**config.mk**
```make
export PLATFORM = sky130hd
export DESIGN_NAME = gpio_bank
export DESIGN_NICKNAME = d
export VERILOG_FILES = /design/src/rtl/gpio_bank_pkg.sv /design/src/rtl/gpio_bank_sync.sv /design/src/rtl/gpio_bank_regs.sv /design/src/rtl/gpio_bank_irq.sv /design/src/rtl/gpio_bank_pad.sv /design/src/rtl/gpio_bank.sv
export SDC_FILE = /design/constraint.sdc
export NUM_CORES = 1
export LEC_CHECK = 0
export ABC_AREA = 1
export BUFFER_PORTS_ARGS = -buffer_cell sky130_fd_sc_hd__buf_2
export CORE_MARGIN = 2
export CORE_UTILIZATION = 25
export DETAILED_ROUTE_END_ITERATION = 12
export HOLD_SLACK_MARGIN = 0.15
export SYNTH_ARGS = -nofsm -noshare
export SYNTH_HDL_FRONTEND = slang
export SYNTH_SLANG_ARGS = --single-unit
```
**constraint.sdc**
```tcl
create_clock -name clk -period 2.05 [get_ports clk]
set_input_delay 0.41 -clock clk [delete_from_list [all_inputs] [get_ports clk]]
set_output_delay 0.41 -clock clk [all_outputs]
set_load 0.1 [all_outputs]
```
**src/rtl/gpio_bank_pkg.sv**
```systemverilog
// Package: shared constants of the GPIO bank.
// Assumes a 7-bit byte address, 32-bit word-aligned registers.
package gpio_bank_pkg;
    localparam int ADDR_W = 7;
    localparam int DATA_W = 32;

    localparam logic [ADDR_W-1:0] OFF_DATA  = 7'h00;
    localparam logic [ADDR_W-1:0] OFF_DSET  = 7'h04;
    localparam logic [ADDR_W-1:0] OFF_DCLR  = 7'h08;
    localparam logic [ADDR_W-1:0] OFF_PDIS  = 7'h0C;
    localparam logic [ADDR_W-1:0] OFF_DIR   = 7'h10;
    localparam logic [ADDR_W-1:0] OFF_DIRS  = 7'h14;
    localparam logic [ADDR_W-1:0] OFF_DIRC  = 7'h18;
    localparam logic [ADDR_W-1:0] OFF_ALT   = 7'h20;
    localparam logic [ADDR_W-1:0] OFF_RMSK  = 7'h40;
    localparam logic [ADDR_W-1:0] OFF_FMSK  = 7'h44;
    localparam logic [ADDR_W-1:0] OFF_STAT  = 7'h48;
    localparam logic [ADDR_W-1:0] OFF_ICLR  = 7'h4C;
endpackage

```
**src/rtl/gpio_bank_sync.sv**
```systemverilog
// Module: multi-stage input synchronizer, one chain per pin.
// Assumes pin inputs are asynchronous; STAGES >= 2; resets to 0.
module gpio_bank_sync #(
    parameter int W      = 32,
    parameter int STAGES = 2
) (
    input  logic         clk,
    input  logic         rst_n,
    input  logic [W-1:0] async_in,
    output logic [W-1:0] sync_out
);
    logic [W-1:0] stage_q [STAGES];

    genvar s;
    generate
        for (s = 0; s < STAGES; s++) begin : g_stage
            if (s == 0) begin : g_first
                // Capture the raw pad levels.
                always_ff @(posedge clk) begin
                    if (!rst_n) stage_q[0] <= '0;
                    else        stage_q[0] <= async_in;
                end
            end else begin : g_next
                // Shift through the remaining stages.
                always_ff @(posedge clk) begin
                    if (!rst_n) stage_q[s] <= '0;
                    else        stage_q[s] <= stage_q[s-1];
                end
            end
        end
    endgenerate

    assign sync_out = stage_q[STAGES-1];
endmodule

```
**src/rtl/gpio_bank_regs.sv**
```systemverilog
// Module: register file and read mux of the GPIO bank.
// Assumes writes take effect on the clock edge where bus_wr is high;
// reads are combinational; bits above NPINS read as zero.
module gpio_bank_regs
    import gpio_bank_pkg::*;
#(
    parameter int NPINS = 32
) (
    input  logic              clk,
    input  logic              rst_n,
    input  logic              bus_wr,
    input  logic [ADDR_W-1:0] bus_addr,
    input  logic [DATA_W-1:0] bus_wdata,
    output logic [DATA_W-1:0] bus_rdata,
    input  logic [NPINS-1:0]  pin_lvl,
    input  logic [NPINS-1:0]  status,
    output logic [NPINS-1:0]  data_q,
    output logic [NPINS-1:0]  dir_q,
    output logic [NPINS-1:0]  pdis_q,
    output logic [NPINS-1:0]  alt_q,
    output logic [NPINS-1:0]  rmask_q,
    output logic [NPINS-1:0]  fmask_q,
    output logic [NPINS-1:0]  clr_vec
);
    function automatic logic [DATA_W-1:0] widen(input logic [NPINS-1:0] v);
        logic [DATA_W-1:0] r;
        r = '0;
        r[NPINS-1:0] = v;
        return r;
    endfunction

    logic [NPINS-1:0] wbits;
    logic             hit_data, hit_dset, hit_dclr, hit_pdis;
    logic             hit_dir, hit_dirs, hit_dirc, hit_alt;
    logic             hit_rmsk, hit_fmsk, hit_iclr;
    logic [NPINS-1:0] data_d, dir_d;

    assign wbits = bus_wdata[NPINS-1:0];

    // Decode the write strobe per register.
    always_comb begin
        hit_data = bus_wr && (bus_addr == OFF_DATA);
        hit_dset = bus_wr && (bus_addr == OFF_DSET);
        hit_dclr = bus_wr && (bus_addr == OFF_DCLR);
        hit_pdis = bus_wr && (bus_addr == OFF_PDIS);
        hit_dir  = bus_wr && (bus_addr == OFF_DIR);
        hit_dirs = bus_wr && (bus_addr == OFF_DIRS);
        hit_dirc = bus_wr && (bus_addr == OFF_DIRC);
        hit_alt  = bus_wr && (bus_addr == OFF_ALT);
        hit_rmsk = bus_wr && (bus_addr == OFF_RMSK);
        hit_fmsk = bus_wr && (bus_addr == OFF_FMSK);
        hit_iclr = bus_wr && (bus_addr == OFF_ICLR);
    end

    // Next stored data: whole-word load, bitwise set or bitwise clear.
    always_comb begin
        data_d = data_q;
        if (hit_data)      data_d = wbits;
        else if (hit_dset) data_d = data_q | wbits;
        else if (hit_dclr) data_d = data_q & ~wbits;
    end

    // Next direction: whole-word load, bitwise set or bitwise clear.
    always_comb begin
        dir_d = dir_q;
        if (hit_dir)       dir_d = wbits;
        else if (hit_dirs) dir_d = dir_q | wbits;
        else if (hit_dirc) dir_d = dir_q & ~wbits;
    end

    // Hold the configuration registers.
    always_ff @(posedge clk) begin
        if (!rst_n) begin
            data_q  <= '0;
            dir_q   <= '0;
            pdis_q  <= '1;
            alt_q   <= '0;
            rmask_q <= '0;
            fmask_q <= '0;
        end else begin
            data_q <= data_d;
            dir_q  <= dir_d;
            if (hit_pdis) pdis_q  <= wbits;
            if (hit_alt)  alt_q   <= wbits;
            if (hit_rmsk) rmask_q <= wbits;
            if (hit_fmsk) fmask_q <= wbits;
        end
    end

    // Clear request vector for the status register.
    assign clr_vec = hit_iclr ? wbits : '0;

    // Read multiplexer.
    always_comb begin
        unique case (bus_addr)
            OFF_DATA: bus_rdata = widen(pin_lvl);
            OFF_PDIS: bus_rdata = widen(pdis_q);
            OFF_DIR:  bus_rdata = widen(dir_q);
            OFF_ALT:  bus_rdata = widen(alt_q);
            OFF_RMSK: bus_rdata = widen(rmask_q);
            OFF_FMSK: bus_rdata = widen(fmask_q);
            OFF_STAT: bus_rdata = widen(status);
            default:  bus_rdata = '0;
        endcase
    end
endmodule

```
**src/rtl/gpio_bank_irq.sv**
```systemverilog
// Module: edge detector, sticky status register and interrupt line.
// Assumes synchronised inputs; a new edge wins over a same-cycle clear.
module gpio_bank_irq #(
    parameter int NPINS = 32
) (
    input  logic             clk,
    input  logic             rst_n,
    input  logic [NPINS-1:0] lvl,
    input  logic [NPINS-1:0] rmask,
    input  logic [NPINS-1:0] fmask,
    input  logic [NPINS-1:0] clr,
    output logic [NPINS-1:0] edge_hit,
    output logic [NPINS-1:0] status_q,
    output logic             irq_q
);
    logic [NPINS-1:0] prev_q;
    logic [NPINS-1:0] rise, fall;

    // Remember the previous synchronised sample.
    always_ff @(posedge clk) begin
        if (!rst_n) prev_q <= '0;
        else        prev_q <= lvl;
    end

    // Qualify edges with their masks.
    always_comb begin
        rise     = lvl & ~prev_q;
        fall     = ~lvl & prev_q;
        edge_hit = (rise & rmask) | (fall & fmask);
    end

    // Sticky status: clear first, then new edges set.
    always_ff @(posedge clk) begin
        if (!rst_n) status_q <= '0;
        else        status_q <= (status_q & ~clr) | edge_hit;
    end

    // Registered combined interrupt.
    always_ff @(posedge clk) begin
        if (!rst_n) irq_q <= 1'b0;
        else        irq_q <= |status_q;
    end
endmodule

```
**src/rtl/gpio_bank_pad.sv**
```systemverilog
// Module: pad control gating from direction, data, pulls and alternate select.
// Assumes purely combinational pad controls; alternate select overrides all.
module gpio_bank_pad #(
    parameter int NPINS = 32
) (
    input  logic [NPINS-1:0] data,
    input  logic [NPINS-1:0] dir,
    input  logic [NPINS-1:0] pdis,
    input  logic [NPINS-1:0] alt,
    output logic [NPINS-1:0] pin_out,
    output logic [NPINS-1:0] pin_oe,
    output logic [NPINS-1:0] pull_en,
    output logic [NPINS-1:0] pull_up
);
    genvar i;
    generate
        for (i = 0; i < NPINS; i++) begin : g_pin
            // Per-pin drive and pull selection.
            always_comb begin
                pin_oe[i]  = dir[i] & ~alt[i];
                pin_out[i] = data[i] & dir[i] & ~alt[i];
                pull_en[i] = ~dir[i] & ~pdis[i] & ~alt[i];
                pull_up[i] = pull_en[i] & data[i];
            end
        end
    endgenerate
endmodule

```
**src/rtl/gpio_bank.sv**
```systemverilog
// Module: GPIO bank top: registers, synchronizer, edge interrupts, pad control.
// Assumes NPINS <= 32 and one clock domain for the register port.
module gpio_bank
    import gpio_bank_pkg::*;
#(
    parameter int NPINS       = 32,
    parameter int SYNC_STAGES = 2
) (
    input  logic              clk,
    input  logic              rst_n,
    input  logic              bus_wr,
    input  logic [ADDR_W-1:0] bus_addr,
    input  logic [DATA_W-1:0] bus_wdata,
    output logic [DATA_W-1:0] bus_rdata,
    input  logic [NPINS-1:0]  pin_in,
    output logic [NPINS-1:0]  pin_out,
    output logic [NPINS-1:0]  pin_oe,
    output logic [NPINS-1:0]  pull_en,
    output logic [NPINS-1:0]  pull_up,
    output logic              irq
);
    logic [NPINS-1:0] lvl;
    logic [NPINS-1:0] data_q, dir_q, pdis_q, alt_q, rmask_q, fmask_q;
    logic [NPINS-1:0] clr_vec, edge_hit, status_q;

    gpio_bank_sync #(.W(NPINS), .STAGES(SYNC_STAGES)) sync_i (
        .clk(clk), .rst_n(rst_n), .async_in(pin_in), .sync_out(lvl)
    );

    gpio_bank_regs #(.NPINS(NPINS)) regs_i (
        .clk(clk), .rst_n(rst_n), .bus_wr(bus_wr), .bus_addr(bus_addr),
        .bus_wdata(bus_wdata), .bus_rdata(bus_rdata), .pin_lvl(lvl),
        .status(status_q), .data_q(data_q), .dir_q(dir_q), .pdis_q(pdis_q),
        .alt_q(alt_q), .rmask_q(rmask_q), .fmask_q(fmask_q), .clr_vec(clr_vec)
    );

    gpio_bank_irq #(.NPINS(NPINS)) irq_i (
        .clk(clk), .rst_n(rst_n), .lvl(lvl), .rmask(rmask_q), .fmask(fmask_q),
        .clr(clr_vec), .edge_hit(edge_hit), .status_q(status_q), .irq_q(irq)
    );

    gpio_bank_pad #(.NPINS(NPINS)) pad_i (
        .data(data_q), .dir(dir_q), .pdis(pdis_q), .alt(alt_q),
        .pin_out(pin_out), .pin_oe(pin_oe), .pull_en(pull_en), .pull_up(pull_up)
    );
endmodule

```
==> metrics.txt, run 1 <==
Fillers=~5800; Mean Syn Cell Area=6.69 µm²; clock slew at reported path FFs=around 50 ps; R2R cell count=4; Synth top area share=0.458; FFs w/ async S/R, synth=0; Post-synth EDFFs=0; #FFs+latches synth=321; Post-Synth Adder-Cell Area=0; 1st-pass router iterations=7; dpl ws=-313 ps; via density per instance=4.58; Flop pwr share=0.466; core box area=55300 µm²; Worst Hold Class=in2reg; DRC violations left=0; Synth Area in Simple Gates=0.304; hold depth=3; Clock Root Buffer=clkbuf_16; vias in the first global route=~13000; sw power=3.24 mW; status=finished, violations left; achievable frequency=458 MHz; Final Hold Vio Count=0; # IOs=235; R2R setup slack=approximately 910 ps; CTS Buf Count=37; first-pass GRT wire length=77600 µm; Final setup viols=32; Congestion Overflow GR=0; H-tree depth=2; top post-synthesis cells by area=dfxtp_1, nand2_1, nor2_1; worst r2r src=irq_i.status_q[7]; Initial Utilization=0.254; Sequential cell area=6430 µm²; YS warnings=0; top-count cell post-synth=nand2_1; Setup crit start kind=primary input; area leader, netlist=dfxtp_1; worst vdd ir=0.000495 V; die width=241 µm; Detailed Route WL=52200 µm; Skew-Pair Late Insertion Delay=550 ps; DRT antenna net count=0; fin crit share=1.07; clock sinks=321; synthesized area=14000 µm²; dpl cell area=18000 µm²; Final Skew=9.82 ps; die height=approximately 240 µm; gpl congestion=around 0.81; Crit path arrival time=1770 ps; CTS tree=done; DR WL/cell=16.6 µm; syn_nets=2174; max cap viols=0; RSZ-0062 raised after global routing=yes; # diodes=0; final instance area=just over 20000 µm²; Pint=10.5 mW; Required @ worst endpoint=1640 ps; complex-gate fraction of the synthesized area=0.130; main combinational cell family by area after synthesis=simple AND/OR/NAND/NOR gates; Crit Path Max Fanout=4; Detailed Place HPWL=between 30000 and 40000 µm; Slew Viols, Final=0; final worst slack=-134 ps; I/O Buffers=234; Slew @ Worst Pin=498 ps; initial DRC count=1181; kind of critical path=in2out; leakage power=8.88 nW; clock power share=0.477; reg2reg end=irq_i.irq_q; failing checks=negative setup slack; ys flop type=dfxtp_1; P&R area growth vs syn=45.2%; Netlist cell types=24; Comb pwr share=0.056; hold path start=bus_wdata[31]; switching fraction of total power=0.237; Gate Count Post-Synth=2100; initial antenna violation count=7; Relative slew margins=0.670; critical path endpoint category=primary output; pin count of the biggest net entering global routing=85; multiplexer share of the synthesized area=0; multi-input logic area=7320 µm²; gr usage total=0.174; power per standard cell area=673 nW/µm²; CTS max path bufs=3; share of cells above drive strength 1=0.268; Synth Area in XOR/XNOR=0; worst setup path startpoint=bus_addr[1]; nets@finish=2445; post-synthesis sequential area ratio=0.458; DR vias=14404; top cells by count, synth=nand2_1, dfxtp_1, nor2_1; Rows=86; die area=58100 µm²; Tmin final=2180 ps
placed cells by master (no fill, tap or decap), types with 2 or more instances in the layout:
master / instances
nand3_2: 5
nand4_1: 4
nor3_4: 4
nor2_1: 254
nand2_4: 33
o21ai_0: 130
nor3_2: 61
buf_8: 5
o21ai_2: 24
nand2_1: 478
inv_4: 4
nor2_2: 50
nor4_4: 5
nand3_1: 64
clkbuf_8: 7
nor3_1: 33
buf_12: 67
dfxtp_1: 319
clkbuf_1: 11
buf_6: 22
buf_4: 89
nand2_2: 14
inv_6: 2
dfxtp_2: 2
nor2_4: 9
o21ai_4: 2
a31oi_1: 32
inv_1: 230
inv_2: 11
buf_2: 105
nor4_2: 28
clkbuf_4: 38
dlygate4sd3_1: 36
a21oi_2: 3
clkinv_2: 4
a21oi_1: 127
o21ai_1: 35
clkbuf_16: 42
area by class of cell:
class / instances / share of cell area
well taps: 748 / 0.0459
inverters: 246 / 0.0460
clock inverters: 7 / 0.00331
repair buffers: 365 / 0.176
clock buffers: 57 / 0.0546
flip-flops and latches: 321 / 0.315
multi-input cells: 1400 / 0.359
logic make-up after synthesis:
kind of cell | count (synthesis)
flops | 321
simple gates | 1045
buf+inv | 379
compound gates | 355
worst max-delay path: stages:
cell       delay [ps]
buf_8             100
nor2_4            180
nand3_2           120
nor2_4            170
buf_4             160
clkbuf_16         130
nand2_1            40
o21ai_1           100
nor2_1            100
nand2_4            70
buf_12            170
layer usage:
metal	vias up	global-route usage	part of all wire
met5	-	0	0.0013
met4	10	0.0544	0.026
met3	84	0.0336	0.065
met2	449	0.274	0.45
met1	6675	0.240	0.46
li1	7186	-	-
through the flow:
step	hold slack, ps	cells	utilization	TNS (ps)	total power [mW]
detailed placement	399	3035	0.325	-7380	7.21
finish	174	3144	0.369	-2800	13.7
global route	161	3144	0.369	-4850	14.2
floorplan	390	2100	-	-14240	6.90
global placement	394	3035	0.325	-7030	7.21
CTS	150	3139	0.361	-3670	13.9
power groups by stage:
stage | Clock [mW] | Sequential (mW) | Combinational (mW)
6_report | 6.55 | 6.39 | 0.770
5_1_grt | 6.96 | 6.40 | 0.836
4_1_cts | 6.71 | 6.39 | 0.756
3_5_place_dp | 0 | 6.53 | 0.685
3_3_place_gp | 0 | 6.53 | 0.685
2_1_floorplan | 0 | 6.51 | 0.390
repair_timing:
action                                 CTS  global route
hold buffers                            36             0
gates resized for setup                157           140
setup buffers                            3             5
pin swaps                                7            14
endpoints found under the hold margin   36             0
setup endpoints to repair               85            78
gates cloned                             1             3
how the worst max path moves through the flow:
stage                    endpoint  slack, ps  depth (start not counted)
floorplan             pull_up[31]       -450                          1
global placement     bus_rdata[5]       -290                         10
detailed placement  bus_rdata[23]       -310                         10
CTS                 bus_rdata[16]       -140                         13
global route        bus_rdata[30]       -210                         10
finish               bus_rdata[6]       -130                         11
(Power assumes the default switching activity.)
==> run 2: changes to the inputs <==
--- a/config.mk
+++ b/config.mk
@@ -8,9 +8,10 @@
 export ABC_AREA = 1
 export BUFFER_PORTS_ARGS = -buffer_cell sky130_fd_sc_hd__buf_2
 export CORE_MARGIN = 2
-export CORE_UTILIZATION = 25
+export CORE_UTILIZATION = 30
 export DETAILED_ROUTE_END_ITERATION = 12
 export HOLD_SLACK_MARGIN = 0.15
+export REMOVE_ABC_BUFFERS = 1
 export SYNTH_ARGS = -nofsm -noshare
 export SYNTH_HDL_FRONTEND = slang
 export SYNTH_SLANG_ARGS = --single-unit
==> metrics.txt, run 2 (same netlist as run 1, synthesis figures left out) <==
Required @ worst endpoint=1640 ps (about the same); critical path endpoint category=primary output (unchanged); max cap viols=0 (unchanged); commonest cells after routing, fill and taps aside=nand2_1, dfxtp_1, nor2_1 (unchanged); pin count of the biggest net entering global routing=72 (was 85); DR vias=14902 (was 14404); die height=220 µm (was 241 µm); Final setup viols=32 (unchanged); CP top delay family=buffers and inverters (was simple AND/OR/NAND/NOR gates); Crit Path Max Fanout=8 (was 4); initial DRC count=1257 (was 1181); Skew-Pair Late Insertion Delay=560 ps (was 550 ps); P&R area growth vs syn=41.2% (was 45.2%); CTS tree=done (unchanged); multi-input logic area=6660 µm² (was 7320 µm²); first-pass GRT wire length=77200 µm (was 77600 µm); # IOs=235 (unchanged); DRC violations left=0 (unchanged); DRT antenna net count=0 (unchanged); R2R cell count=4 (unchanged); die area=48600 µm² (was 58100 µm²); final cell count without fillers=3020 (was 3144); Fillers=4583 (was 5767); Final Hold Vio Count=0 (unchanged); power per standard cell area=715 nW/µm² (was 673 nW/µm²); nets@finish=2461 (was 2445); Crit path arrival time=1800 ps (was 1770 ps); CP bufs+invs=6 (was 4); die width=220 µm (was 241 µm); worst path cell trace=buf_6 > inv_4 > nand3_4 > inv_2 > buf_4 > nand3_4 > clkbuf_16 > o21ai_2 > nor2_1 > nand2_1 > buf_12 (was buf_8 > nor2_4 > nand3_2 > nor2_4 > buf_4 > clkbuf_16 > nand2_1 > o21ai_1 > nor2_1 > nand2_4 > buf_12); slowest CP cell=clkbuf_16 (was nor2_4); gpl congestion=0.832 (was 0.808); clock slew at reported path FFs=60 ps (was 50 ps); CTS Buf Count=37 (unchanged); fin crit share=1.08 (was 1.07); I/O Buffers=234 (unchanged); placed instance count=2885 (was 3035); vias in the first global route=13648 (was 13202); status=finished, violations left (unchanged); kind of critical path=in2out (unchanged); H-tree depth=2 (unchanged); Worst path max stage delay=240 ps (was 180 ps); via density per instance=4.93 (was 4.58); hold depth=3 (unchanged); cell mode on critical path=nand3_4 (was nor2_4); Worst Hold Class=in2reg (unchanged); Tmin final=2210 ps (was 2180 ps); achievable frequency=453 MHz (was 458 MHz); initial antenna violation count=2 (was 7); RSZ-0062 raised after global routing=yes (unchanged); commonest non-fill, non-tap cell in the layout=nand2_1 (unchanged); Slew @ Worst Pin=498 ps (about the same); Congestion Overflow GR=0 (unchanged); failing checks=negative setup slack (unchanged); Sequential cell area=6430 µm² (about the same); clock sinks=321 (unchanged); Setup crit start kind=primary input (unchanged); Crit path depth=11 (unchanged); Detailed Route WL=53600 µm (was 52200 µm); core box area=46400 µm² (was 55300 µm²); Detailed Place HPWL=33300 µm (was 35500 µm); Final Skew=16.6 ps (was 9.82 ps); Slew Viols, Final=0 (unchanged); worst vdd ir=0.000477 V (was 0.000495 V); leakage power=9.05 nW (was 8.88 nW); 1st-pass router iterations=5 (was 7); share of cells above drive strength 1=0.223 (was 0.268); DR WL/cell=17.8 µm (was 16.6 µm); Initial Utilization=0.303 (was 0.254); CTS max path bufs=3 (unchanged); final worst slack=-158 ps (was -134 ps); gr usage total=0.207 (was 0.174); Rows=79 (was 86); dpl ws=-211 ps (was -313 ps); Clock Root Buffer=clkbuf_16 (unchanged); Relative slew margins=0.671 (was 0.670)
[run 2: cell types whose count changed in the layout (fill, tap and decap cells not counted), sizes merged]
cell | before | now
buf | 288 | 311
clkinv | 5 | 4
clkinvlp | 0 | 1
clkbuf | 98 | 87
inv | 247 | 246
bufinv | 1 | 5
diode | 0 | 1
bufbuf | 0 | 1
[run 2: path summary, 6_finish.rpt]
kind | start | slack [ps] | endpoint
worst min-delay path | bus_wdata[2] | 180 | register
worst max register to register | irq_i.status_q[7] | 790 | irq_i.irq_q
worst min register to register | sync_i.stage_q[0][28] | 410 | sync_i.stage_q[1][28]
worst max-delay path | bus_addr[5] | -160 | bus_rdata[18]
[run 2: worst register-to-register path, cell delays in order, from the launching register on]
cell     delay, ps
dfxtp_1        330
nor2_1         290
nand4_1        290
nor2_1         160
a21oi_1         70
[run 2: layout make-up]
type | count | area share
multi-input combinational | 1400 | 0.336
sequential | 321 | 0.324
timing repair buffer | 381 | 0.189
clock buffer | 54 | 0.0551
inverter | 246 | 0.0482
tap | 607 | 0.0383
clock inverter | 10 | 0.00915
antenna | 1 | 0.000126
[run 2: timing repair]
action,in CTS,in global routing
buffers inserted,18,5
resized for setup,146,166
endpoints found under the hold margin,37,0
gates cloned,6,11
setup endpoints to repair,74,69
pin swaps,36,41
hold buffers,36,0
[run 2: report_power, final]
group	total (mW)	internal, mW	switching (mW)
Clock	6.98	4.32	2.66
Sequential	6.39	6.33	0.0599
Combinational	0.810	0.290	0.519
Total	14.2	10.9	3.24
[run 2: per-stage QoR]
stage                      util  total power [mW]  setup TNS [ps]  hold slack (ps)  instance area (µm²)
after floorplan               -              6.76         -271150              390                13400
after global routing      0.428              14.7           -5250              188                19800
after detailed placement  0.363              7.18           -5320              395                16800
after global placement    0.363              7.17           -5510              391                16800
after CTS                 0.413              14.3           -3270              152                19200
final                     0.428              14.2           -3360              181                19800
[run 2: layer usage]
layer / part of all wire / GRT usage
met4: 0.024 / 0.0725
met2: 0.46 / 0.335
met3: 0.067 / 0.0324
met1: 0.45 / 0.279
met5: 0.00024 / 0
